**src/rtl/phy_irq_pkg.sv**
```systemverilog
package phy_irq_pkg;

  // Event kinds inside one port's nibble; the position is fixed by the register layout.
  localparam int EV_LINK    = 0;
  localparam int EV_DUPLEX  = 1;
  localparam int EV_ANEG    = 2;
  localparam int EV_JABBER  = 3;
  localparam int EV_PER_PORT = 4;
  localparam int CHG_KINDS  = 3;

  function automatic int stat_bit(input int port, input int kind);
    return port * EV_PER_PORT + kind;
  endfunction

  // Mask of all clear-on-read bits for a given port count (up to 16 ports).
  function automatic logic [63:0] chg_mask(input int nports);
    logic [63:0] m;
    m = '0;
    for (int p = 0; p < nports; p++) begin
      for (int k = 0; k < CHG_KINDS; k++) begin
        m[stat_bit(p, k)] = 1'b1;
      end
    end
    return m;
  endfunction

endpackage

```
**src/rtl/phy_irq_edge.sv**
```systemverilog
module phy_irq_edge #(
  parameter int KINDS = 3
) (
  input  logic             clk,
  input  logic             rst_n,
  input  logic             primed_i,
  input  logic [KINDS-1:0] lvl_i,
  output logic [KINDS-1:0] chg_o
);

  logic [KINDS-1:0] prev_q;

  always_ff @(posedge clk or negedge rst_n) begin
    if (!rst_n) prev_q <= '0;
    else        prev_q <= lvl_i;
  end

  // The first cycle after reset only loads prev_q, so no change is reported.
  assign chg_o = primed_i ? (lvl_i ^ prev_q) : '0;

endmodule

```
**src/rtl/phy_irq_stat.sv**
```systemverilog
module phy_irq_stat #(
  parameter int NPORTS = 4,
  parameter int STAT_W = 16,
  parameter logic [STAT_W-1:0] CHG_MASK = '0
) (
  input  logic              clk,
  input  logic              rst_n,
  input  logic [STAT_W-1:0] evt_i,
  input  logic [NPORTS-1:0] jab_i,
  input  logic              clr_i,
  output logic [STAT_W-1:0] stat_o
);
  import phy_irq_pkg::*;

  logic [STAT_W-1:0] stat_q;
  logic [STAT_W-1:0] jab_spread;
  logic [STAT_W-1:0] keep_mask;
  logic [STAT_W-1:0] stat_nxt;

  always_comb begin
    jab_spread = '0;
    for (int p = 0; p < NPORTS; p++) begin
      jab_spread[stat_bit(p, EV_JABBER)] = jab_i[p];
    end
  end

  // A read clears the change bits. A new event in the same cycle sets its bit again.
  assign keep_mask = clr_i ? ~CHG_MASK : '1;
  assign stat_nxt  = (((stat_q & keep_mask) | evt_i) & CHG_MASK) | jab_spread;

  always_ff @(posedge clk or negedge rst_n) begin
    if (!rst_n) stat_q <= '0;
    else        stat_q <= stat_nxt;
  end

  assign stat_o = stat_q;

endmodule

```
**src/rtl/phy_irq_mgmt.sv**
```systemverilog
module phy_irq_mgmt #(
  parameter int AW        = 5,
  parameter int SEL_W     = 2,
  parameter int DW        = 16,
  parameter logic [AW-SEL_W-1:0] DEV_HI = '0,
  parameter logic [4:0] STAT_REGAD = 5'd16,
  parameter logic [4:0] EN_REGAD   = 5'd21
) (
  input  logic          clk,
  input  logic          rst_n,
  input  logic          rd_i,
  input  logic          wr_i,
  input  logic [AW-1:0] dev_i,
  input  logic [4:0]    reg_i,
  input  logic [DW-1:0] wdata_i,
  input  logic [DW-1:0] stat_i,
  output logic [DW-1:0] en_o,
  output logic [DW-1:0] rdata_o,
  output logic          rd_stat_hit_o,
  output logic          rd_en_hit_o,
  output logic          wr_en_hit_o
);

  logic            dev_hit;
  logic [DW-1:0]   en_q;
  logic [SEL_W-1:0] unused_port_sel;

  // The port-select bits select nothing for the shared register.
  assign unused_port_sel = dev_i[SEL_W-1:0];
  assign dev_hit         = (dev_i[AW-1:SEL_W] == DEV_HI);

  assign rd_stat_hit_o = rd_i & dev_hit & (reg_i == STAT_REGAD);
  assign rd_en_hit_o   = rd_i & dev_hit & (reg_i == EN_REGAD);
  assign wr_en_hit_o   = wr_i & dev_hit & (reg_i == EN_REGAD);

  always_ff @(posedge clk or negedge rst_n) begin
    if (!rst_n)           en_q <= '0;
    else if (wr_en_hit_o) en_q <= wdata_i;
  end

  always_comb begin
    rdata_o = '0;
    if (rd_stat_hit_o)    rdata_o = stat_i;
    else if (rd_en_hit_o) rdata_o = en_q;
  end

  assign en_o = en_q;

endmodule

```
**src/rtl/phy_irq_hub.sv**
```systemverilog
module phy_irq_hub #(
  parameter int NPORTS = 4,
  parameter int AW     = 5,
  parameter logic [2:0] DEV_HI     = 3'b001,
  parameter logic [4:0] STAT_REGAD = 5'd16,
  parameter logic [4:0] EN_REGAD   = 5'd21
) (
  input  logic                                 clk,
  input  logic                                 rst_n,
  input  logic [NPORTS-1:0]                    link_i,
  input  logic [NPORTS-1:0]                    duplex_i,
  input  logic [NPORTS-1:0]                    aneg_i,
  input  logic [NPORTS-1:0]                    jabber_i,
  input  logic                                 mgmt_rd,
  input  logic                                 mgmt_wr,
  input  logic [AW-1:0]                        mgmt_dev,
  input  logic [4:0]                           mgmt_reg,
  input  logic [NPORTS*phy_irq_pkg::EV_PER_PORT-1:0] mgmt_wdata,
  output logic [NPORTS*phy_irq_pkg::EV_PER_PORT-1:0] mgmt_rdata,
  output logic                                 irq_n_o
);
  import phy_irq_pkg::*;

  localparam int SEL_W  = $clog2(NPORTS);
  localparam int STAT_W = NPORTS * EV_PER_PORT;
  localparam logic [STAT_W-1:0] CHG_MASK = STAT_W'(chg_mask(NPORTS));

  // Named internal events, visible to the checker.
  logic              primed_q;
  logic [STAT_W-1:0] evt_chg;
  logic [STAT_W-1:0] stat;
  logic [STAT_W-1:0] en;
  logic              rd_stat_hit;
  logic              rd_en_hit;
  logic              wr_en_hit;
  logic              irq_hit;
  logic [CHG_KINDS-1:0] port_chg [NPORTS];

  always_ff @(posedge clk or negedge rst_n) begin
    if (!rst_n) primed_q <= 1'b0;
    else        primed_q <= 1'b1;
  end

  for (genvar p = 0; p < NPORTS; p++) begin : g_port
    logic [CHG_KINDS-1:0] lvl;
    assign lvl[EV_LINK]   = link_i[p];
    assign lvl[EV_DUPLEX] = duplex_i[p];
    assign lvl[EV_ANEG]   = aneg_i[p];

    phy_irq_edge #(.KINDS(CHG_KINDS)) u_edge (
      .clk      (clk),
      .rst_n    (rst_n),
      .primed_i (primed_q),
      .lvl_i    (lvl),
      .chg_o    (port_chg[p])
    );
  end

  always_comb begin
    evt_chg = '0;
    for (int p = 0; p < NPORTS; p++) begin
      for (int k = 0; k < CHG_KINDS; k++) begin
        evt_chg[stat_bit(p, k)] = port_chg[p][k];
      end
    end
  end

  phy_irq_stat #(
    .NPORTS   (NPORTS),
    .STAT_W   (STAT_W),
    .CHG_MASK (CHG_MASK)
  ) u_stat (
    .clk    (clk),
    .rst_n  (rst_n),
    .evt_i  (evt_chg),
    .jab_i  (jabber_i),
    .clr_i  (rd_stat_hit),
    .stat_o (stat)
  );

  phy_irq_mgmt #(
    .AW         (AW),
    .SEL_W      (SEL_W),
    .DW         (STAT_W),
    .DEV_HI     (DEV_HI),
    .STAT_REGAD (STAT_REGAD),
    .EN_REGAD   (EN_REGAD)
  ) u_mgmt (
    .clk           (clk),
    .rst_n         (rst_n),
    .rd_i          (mgmt_rd),
    .wr_i          (mgmt_wr),
    .dev_i         (mgmt_dev),
    .reg_i         (mgmt_reg),
    .wdata_i       (mgmt_wdata),
    .stat_i        (stat),
    .en_o          (en),
    .rdata_o       (mgmt_rdata),
    .rd_stat_hit_o (rd_stat_hit),
    .rd_en_hit_o   (rd_en_hit),
    .wr_en_hit_o   (wr_en_hit)
  );

  // Open-drain style: 1 stands for the released line, 0 for the pulled-down line.
  assign irq_hit = |(stat & en);
  assign irq_n_o = ~irq_hit;

endmodule

```
**config.mk**
```make
export PLATFORM = sky130hd
export DESIGN_NAME = phy_irq_hub
export DESIGN_NICKNAME = d
export VERILOG_FILES = /design/src/rtl/phy_irq_pkg.sv /design/src/rtl/phy_irq_edge.sv /design/src/rtl/phy_irq_stat.sv /design/src/rtl/phy_irq_mgmt.sv /design/src/rtl/phy_irq_hub.sv
export SDC_FILE = /design/constraint.sdc
export NUM_CORES = 1
export LEC_CHECK = 0
export BUFFER_PORTS_ARGS = -buffer_cell sky130_fd_sc_hd__clkbuf_2
export CORE_MARGIN = 2
export CORE_UTILIZATION = 49
export CTS_BUF_LIST = sky130_fd_sc_hd__clkbuf_8 sky130_fd_sc_hd__clkbuf_16
export CTS_CLUSTER_SIZE = 25
export DETAILED_ROUTE_END_ITERATION = 6
export MAX_ROUTING_LAYER = met4
export PLACE_DENSITY_LB_ADDON = 0.08
export SETUP_SLACK_MARGIN = 0.3
export SYNTH_ARGS = -nofsm -noshare
export SYNTH_HDL_FRONTEND = slang
export SYNTH_SLANG_ARGS = --single-unit
```
**constraint.sdc**
```tcl
create_clock -name clk -period 1.8 [get_ports clk]
set_input_delay 0.18 -clock clk [delete_from_list [all_inputs] [get_ports clk]]
set_output_delay 0.18 -clock clk [all_outputs]
set_load 0.03 [all_outputs]
```
==> flow_metrics.tcl, run 1 <==
set metrics [dict create \
    fmax_mhz 585 \
    clk_path_buf_depth 2 \
    ys_ff_latch 45 \
    drc_errors 0 \
    totalWireLength_mm 4.42 \
    ant_nets 0 \
    diodes 0 \
    dp_hpwl_mm 2.91 \
    final_area_um2 2720 \
    vias 1389 \
    synth_edf_count 0 \
    slowest_stage "dfrtp_1" \
    synth_top_area_share 0.604 \
    grt_setup_unrepaired "true" \
    synth.top_cells.by_area "dfrtp_1, a22o_1, xor2_1" \
    leakagePower_nw 1.29 \
    cts_root_buffer "clkbuf_8" \
    cts_tree "built" \
    syn_avg_cell_area_um2 15.0 \
    cap_violations 0 \
    placed_cell_area_um2 2330 \
    finalCriticalPeriod_ns 1.71 \
    grt_max_degree 46 \
    row_count 22 \
    instances_no_fill 251 \
    synth.most_common_cell "dfrtp_1" \
    grt_pass1_wl_mm 6.76 \
    hold_viol 0 \
    dp_cells 231 \
    fp.dieW_um 65.7 \
    routedWlPerCell_um 17.6 \
    grt-ovfl-total 0 \
    crit_path_end_kind "output pin" \
    firstDrtPassIters 6 \
    synth_cell_types 19 \
    antenna_found_initial 0 \
    io_pins 63 \
    run_status "complete, no violations" \
    cp_top_family "compound AO/OA/AOI/OAI gates" \
    worstSetupStartpointType "flop" \
    synth_common_cells "dfrtp_1, a22o_1, xor2_1, mux2_2, mux2_1" \
    syn-cell-area_um2 1870 \
    slew_headroom 0.636 \
    place_congestion 0.717 \
    synth_cells 124 \
    total_power_w 0.00189 \
    drive_above_1_share 0.557 \
    fin_ws_ns 0.0920 \
    ir_worst_vdd_mv 0.631 \
    cp_slowest_stage_delay_ns 0.39 \
    yosysWarnings 0 \
    final_net_count 248 \
    initial_core_util 0.510 \
    async_reset_ff_frac 1.00 \
    synth.largest_area_cell "dfrtp_1" \
    final_max_slew_viol_count 0 \
    clock_skew_ns 0.00400 \
    area_growth_pct 45.9 \
    dieArea_um2 4320 \
    min_period_over_period 0.949 \
    clock_sinks 45 \
    crit_type "reg -> out" \
    crit_fanout 2 \
    crit_chain "a22o_1, a221oi_2, and4_1, clkbuf_8" \
    ys.flop_type "dfrtp_1" \
    grt.total_usage 0.220 \
    p_per_area_nw_per_um2 693 \
    cts_buffers 5 \
    crit_buf_inv 1 \
    coreArea_um2 3660 \
    port_buffers 60 \
    viasPerCell 5.53 \
    min_path_type "in -> reg" \
    tightest_slew_ns 0.546 \
    insertion_delay_ns 0.30 \
    setup_violations 0 \
    dieHeight_um 65.7 \
    synth_nets 170 \
    finalSetupTns_ns 0 \
    required_ns 1.62 \
    cts-htree-levels 2 \
    critPathArrivalTime_ns 1.53 \
    drt-initial-drc-count 77 \
    path_clk_slew_ns 0.08 \
    pre_cts_ws_ns 0.112 \
    grt_pass1_vias 1425 \
    ys_seq_area_frac 0.604 \
]
-- routing by layer --
layer | track usage | share of wire
met5 | - | 0
met4 | 0.0859 | 0.015
met3 | 0.0497 | 0.037
met2 | 0.357 | 0.54
met1 | 0.267 | 0.40
-- path summary, 6_finish.rpt --
check / startpoint / endpoint / slack (ns) / cells past startpoint
min in group asynchronous: rst_n / u_mgmt.en_o[3]$_DFFE_PN0P_ / 0.50 / 3
max reg2reg: primed_q$_DFF_PN0_ / u_stat.stat_o[6]$_DFF_PN0_ / 0.85 / 1
min: duplex_i[2] / g_port[2].u_edge.prev_q[1]$_DFF_PN0_ / 0.009 / 1
max: u_stat.stat_o[7]$_DFF_PN0_ / irq_n_o / 0.09 / 4
max in group asynchronous: rst_n / u_mgmt.en_o[0]$_DFFE_PN0P_ / 0.92 / 3
min reg2reg: u_stat.stat_o[1]$_DFF_PN0_ / u_stat.stat_o[1]$_DFF_PN0_ / 0.54 / 1
-- stage by stage --
| step | hold slack [ns] | utilization |
|---|---|---|
| detailed placement | 0.288 | 0.638 |
| global route | 0.00163 | 0.744 |
| CTS | 0.00345 | 0.693 |
| global placement | 0.281 | 0.638 |
| finish | 0.00860 | 0.744 |
| floorplan | -0.116 | - |
-- where the power goes --
| group | internal (W) | switching, W | total (W) | leakage, nW |
|---|---|---|---|---|
| registers | 0.00105 | 0.0000329 | 0.00108 | 0.524 |
| clock network | 0.000263 | 0.000315 | 0.000579 | 0.0491 |
| logic | 0.000123 | 0.000103 | 0.000226 | 0.717 |
| total | 0.00144 | 0.000451 | 0.00189 | 1.29 |
-- flip-flops by register name (all words and copies together), names as in the netlist --
name	flops
u_mgmt.en_o	16
g_port.u_edge.prev_q	12
u_stat.stat_o	16
primed_q	1
-- cells in the final DEF, fill, tap and decap left out, types with 2 or more instances in the layout --
cell type	n
clkbuf_8	6
buf_12	3
a22o_1	22
xor2_1	12
buf_4	7
a22o_2	2
clkinv_2	2
mux2_2	6
a22o_4	8
dfrtp_1	45
dlygate4sd3_1	5
a221oi_2	3
clkbuf_2	43
buf_6	15
mux2_4	10
nor3_4	2
-- cells by family after synthesis --
| logic type | Yosys count | synth area share |
|---|---|---|
| AO/OA/AOI/OAI | 36 | 0.169 |
| flip-flops | 45 | 0.604 |
| other | 1 | 0.00201 |
| AND/OR/NAND/NOR | 9 | 0.0516 |
| XOR/XNOR | 12 | 0.0563 |
| multiplexers | 16 | 0.0966 |
| buffers and inverters | 5 | 0.0208 |
-- timing repair --
item                                   in CTS  in global routing
setup endpoints to repair                  17                 17
resized for setup                          18                 45
setup buffers                               1                  5
endpoints found under the hold margin      49                  0
pin swaps                                   1                 16
hold buffers                                5                  0
gates cloned                                0                  1
-- layout make-up --
type / count / area [um2]
Clock buffer: 5 / 68.8
Clock inverter: 3 / 13.8
Fill cell: 244 / 938
Multi-Input combinational cell: 74 / 861
Sequential cell: 45 / 1130
Tap cell: 48 / 60.1
Timing Repair Buffer: 76 / 593
Power figures use the tool's default switching activity.
==> inputs of run 2 (changes only) <==
CELL_PAD_IN_SITES_DETAIL_PLACEMENT = 1   (was default)
CELL_PAD_IN_SITES_GLOBAL_PLACEMENT = 1   (was default)
CORE_UTILIZATION = 39   (was 49)
==> flow_metrics.tcl, run 2 (same netlist as run 1, synthesis figures left out) <==
set metrics [dict create \
    run_status "complete, no violations" \
    drc_errors 0 \
    grt.met3_usage 0.0428 \
    grt_setup_unrepaired "true" \
    area_growth_pct 51.1 \
    dieHeight_um 73.2 \
    setup_violations 0 \
    cts-htree-levels 2 \
    grt.total_usage 0.194 \
    firstDrtPassIters 4 \
    routedWlPerCell_um 18.5 \
    clk_path_buf_depth 2 \
    path_clk_slew_ns 0.09 \
    totalWireLength_mm 4.89 \
    top_usage_layer "met2" \
    placed_cell_area_um2 2350 \
    layout.cells.most_common "dfrtp_1" \
    grt_max_degree 27 \
    diodes 0 \
    clock_sinks 45 \
    min_path_type "in -> reg" \
    ir_worst_vdd_mv 0.588 \
    drt-initial-drc-count 41 \
    worstSetupStartpointType "flop" \
    hold_viol 0 \
    row_count 25 \
    cts_tree "built" \
    layout_common_cells "dfrtp_1, clkbuf_2, a22o_1" \
    antenna_found_initial 0 \
    grt_pass1_wl_mm 7.48 \
    clock_skew_ns 0.00691 \
    vias 1405 \
    grtUsageMet2 0.344 \
    cts_root_buffer "clkbuf_8" \
    slew_headroom 0.651 \
    crit_type "reg -> out" \
    p_per_area_nw_per_um2 705 \
    final_area_um2 2820 \
    final_max_slew_viol_count 0 \
    final_net_count 255 \
    crit_fanout 3 \
    tightest_slew_ns 0.524 \
    place_congestion 0.723 \
    whs_path_depth 1 \
    leakagePower_nw 1.33 \
    port_buffers 60 \
    crit_path_end_kind "output pin" \
    min_period_over_period 0.960 \
    insertion_delay_ns 0.30 \
    grt_pass1_vias 1534 \
    finalCriticalPeriod_ns 1.73 \
    critPathArrivalTime_ns 1.55 \
    io_pins 63 \
    required_ns 1.62 \
    drive_above_1_share 0.562 \
    cap_violations 0 \
    fmax_mhz 579 \
    ant_nets 0 \
    coreArea_um2 4660 \
    finalSetupTns_ns 0 \
    viasPerCell 5.32 \
    dieArea_um2 5350 \
    cts_buffers 5 \
    fp.dieW_um 73.2 \
    gr-usage-met1 0.216 \
    dp_hpwl_mm 3.43 \
    initial_core_util 0.400 \
    whs_ns 0.00913 \
    worst-r2r-cell-count 1 \
    grt-ovfl-total 0 \
]
-- run 2: per-stage QoR --
step / total power, W / utilization / worst slack [ns] / std cells
2_1_floorplan: 0.00118 / - / 0.265 / 124
3_3_place_gp: 0.00129 / 0.504 / 0.145 / 238
3_5_place_dp: 0.00130 / 0.504 / 0.107 / 238
4_1_cts: 0.00199 / 0.562 / 0.0502 / 255
5_1_grt: 0.00206 / 0.605 / 0.0130 / 264
6_report: 0.00199 / 0.605 / 0.0727 / 264
-- run 2: area by class of cell --
type	count	area [um2]
clock buffer	6	82.6
clock inverter	2	13.8
fill	460	1840
multi-input combinational	74	867
sequential	45	1130
tap	54	67.6
timing repair buffer	83	662
-- run 2: power breakdown --
group	leakage [nW]	total [W]	internal (W)	switching, W
clock network	0.0512	0.000660	0.000311	0.000349
logic	0.753	0.000245	0.000137	0.000108
registers	0.524	0.00108	0.00105	0.0000337
-- run 2: worst max-delay path, stage by stage, from the launching register on --
cell,delay (ns)
dfrtp_1,0.41
a22o_1,0.25
a221oi_2,0.19
and4_1,0.27
buf_8,0.13
-- run 2: final timing paths --
kind | startpoint | to | slack, ns
max in group asynchronous | rst_n | g_port[2].u_edge.prev_q[0]$_DFF_PN0_ | 0.90
setup / recovery | u_stat.stat_o[12]$_DFF_PN0_ | irq_n_o | 0.07
hold / removal | duplex_i[1] | g_port[1].u_edge.prev_q[1]$_DFF_PN0_ | 0.009
hold reg to reg | u_stat.stat_o[1]$_DFF_PN0_ | u_stat.stat_o[1]$_DFF_PN0_ | 0.55
min in group asynchronous | rst_n | u_mgmt.en_o[3]$_DFFE_PN0P_ | 0.38
setup reg to reg | primed_q$_DFF_PN0_ | u_stat.stat_o[1]$_DFF_PN0_ | 0.87
-- run 2: routing by layer --
layer / share of wire / vias to the layer above
li1: - / 652
met1: 0.40 / 709
met2: 0.55 / 38
met3: 0.040 / 6
met4: 0.010 / 0
met5: 0 / -
-- run 2: what timing repair did --
item / CTS / global route
cloned: 0 / 1
buffers inserted: 2 / 6
hold buffers: 7 / 2
endpoints found under the hold margin: 25 / 2
pin swaps: 1 / 15
endpoints found under the setup margin: 17 / 17
resized for setup: 23 / 40
==> inputs of run 3 (changes only) <==
SYNTH_HIERARCHICAL = 1   (was default)
==> flow_metrics.tcl, run 3 <==
set metrics [dict create \
    run_status "complete, no violations" \
    place_congestion 0.731 \
    final_area_um2 2850 \
    crit_type "reg -> out" \
    hold_viol 0 \
    coreArea_um2 5140 \
    setup_violations 0 \
    dp_hpwl_mm 3.78 \
    cts_buffers 5 \
    tightest_slew_ns 0.608 \
    area_growth_pct 36.8 \
    firstDrtPassIters 4 \
    total_power_w 0.00203 \
    ant_nets 0 \
    required_ns 1.62 \
    drt-initial-drc-count 59 \
    clk_path_buf_depth 2 \
    final_net_count 304 \
    multi_input_comb_area_um2 945 \
    port_buffers 60 \
    r2r_end "u_stat/stat_o[9]$_DFF_PN0_" \
    final_max_slew_viol_count 0 \
    yosysWarnings 6 \
    grt_setup_unrepaired "true" \
    clock_skew_ns 0.00499 \
    routedWlPerCell_um 16.6 \
    grt_pass1_vias 1812 \
    whs_path_depth 1 \
    ff_latch_area_um2 1130 \
    reg2reg_slack_ns 0.84 \
    grt_pass1_wl_mm 8.65 \
    pre_cts_ws_ns 0.236 \
    cts_root_buffer "clkbuf_8" \
    path_clk_slew_ns 0.09 \
    initial_core_util 0.405 \
    synth_nets 220 \
    layout.cells.most_common "clkbuf_2" \
    leakagePower_nw 1.24 \
    fin_ws_ns 0.0490 \
    syn-cell-area_um2 2080 \
    finalCriticalPeriod_ns 1.75 \
    layout_common_cells "clkbuf_2, dfrtp_1, nand3_1" \
    fp.dieW_um 77.1 \
    synth_cells 174 \
    ir_worst_vdd_mv 0.453 \
    min_period_over_period 0.973 \
    crit_path_end_kind "output pin" \
    dieHeight_um 77.1 \
    min_path_type "in -> reg" \
    placed_cell_area_um2 2530 \
    critPathArrivalTime_ns 1.57 \
    hold_end "g_port[2].u_edge/prev_q[1]$_DFF_PN0_" \
    viasPerCell 5.05 \
    syn_avg_cell_area_um2 12.0 \
    fmax_mhz 571 \
    dieArea_um2 5940 \
    row_count 26 \
    totalWireLength_mm 5.45 \
    io_pins 63 \
    insertion_delay_ns 0.30 \
    drive_above_1_share 0.463 \
    fillers 590 \
    crit_fanout 3 \
    diodes 0 \
    grt.total_usage 0.189 \
    cts_tree "built" \
    worst-r2r-cell-count 3 \
    postLayoutCoreUtil 0.554 \
    hp-start "duplex_i[2]" \
    r2r-start "g_port[2].u_edge/prev_q[1]$_DFF_PN0_" \
    vias 1660 \
    cts-htree-levels 2 \
    antenna_found_initial 0 \
    clock_sinks 45 \
    cap_violations 0 \
    worstSetupStartpointType "flop" \
    grt-ovfl-total 0 \
    drc_errors 0 \
    slew_headroom 0.595 \
    grt_max_degree 34 \
    whs_ns 0.00895 \
    p_per_area_nw_per_um2 712 \
]
==> run 3: worst max path at each step <==
stage / startpoint / to / slack (ns) / cells after the start
CTS: u_mgmt/en_o[6]$_DFFE_PN0P_ / irq_n_o / 0.05 / 4
global placement: mgmt_reg[2] / u_mgmt/en_o[7]$_DFFE_PN0P_ / 0.29 / 5
floorplan: mgmt_reg[1] / mgmt_rdata[1] / 0.26 / 4
finish: u_mgmt/en_o[2]$_DFFE_PN0P_ / irq_n_o / 0.05 / 4
detailed placement: mgmt_reg[1] / mgmt_rdata[9] / 0.24 / 6
global route: u_mgmt/en_o[2]$_DFFE_PN0P_ / irq_n_o / -0.01 / 4
==> run 3: through the flow <==
stage / setup TNS, ns / instances
4_1_cts: 0 / 321
5_1_grt: -0.0131 / 329
3_3_place_gp: 0 / 301
2_1_floorplan: 0 / 174
6_report: 0 / 329
3_5_place_dp: 0 / 301
==> run 3: area by class of cell <==
cell class	count	share of cell area
multi-input cells	118	0.332
repair buffers	87	0.208
inverters	1	0.00132
clock buffers	5	0.0242
well taps	70	0.0307
clock inverters	3	0.00878
flip-flops and latches	45	0.395
==> run 3: power breakdown <==
group / internal [W] / switching (W)
Sequential: 0.00105 / 0.0000301
Combinational: 0.000158 / 0.000134
Clock: 0.000283 / 0.000373
==> run 3: timing repair <==
action	4_1_cts	5_1_grt
gates resized for setup	4	5
hold buffers	9	5
endpoints found under the setup margin	17	17
buffers inserted	3	2
hold endpoints to repair	30	5
pin swaps	2	3
cloned	0	1
==> run 3: per-layer routing <==
metal,routed length [um],GRT usage,vias up
met5,0,-,-
met2,2890,0.325,46
li1,-,-,785
met4,46,0.0393,0
met1,2290,0.228,824
met3,225,0.0447,5
==> run 3: worst max-delay path, stage by stage (launching register included) <==
cell	delay (ns)
dfrtp_1	0.42
a22o_1	0.26
a221oi_2	0.18
and4_1	0.28
buf_8	0.14
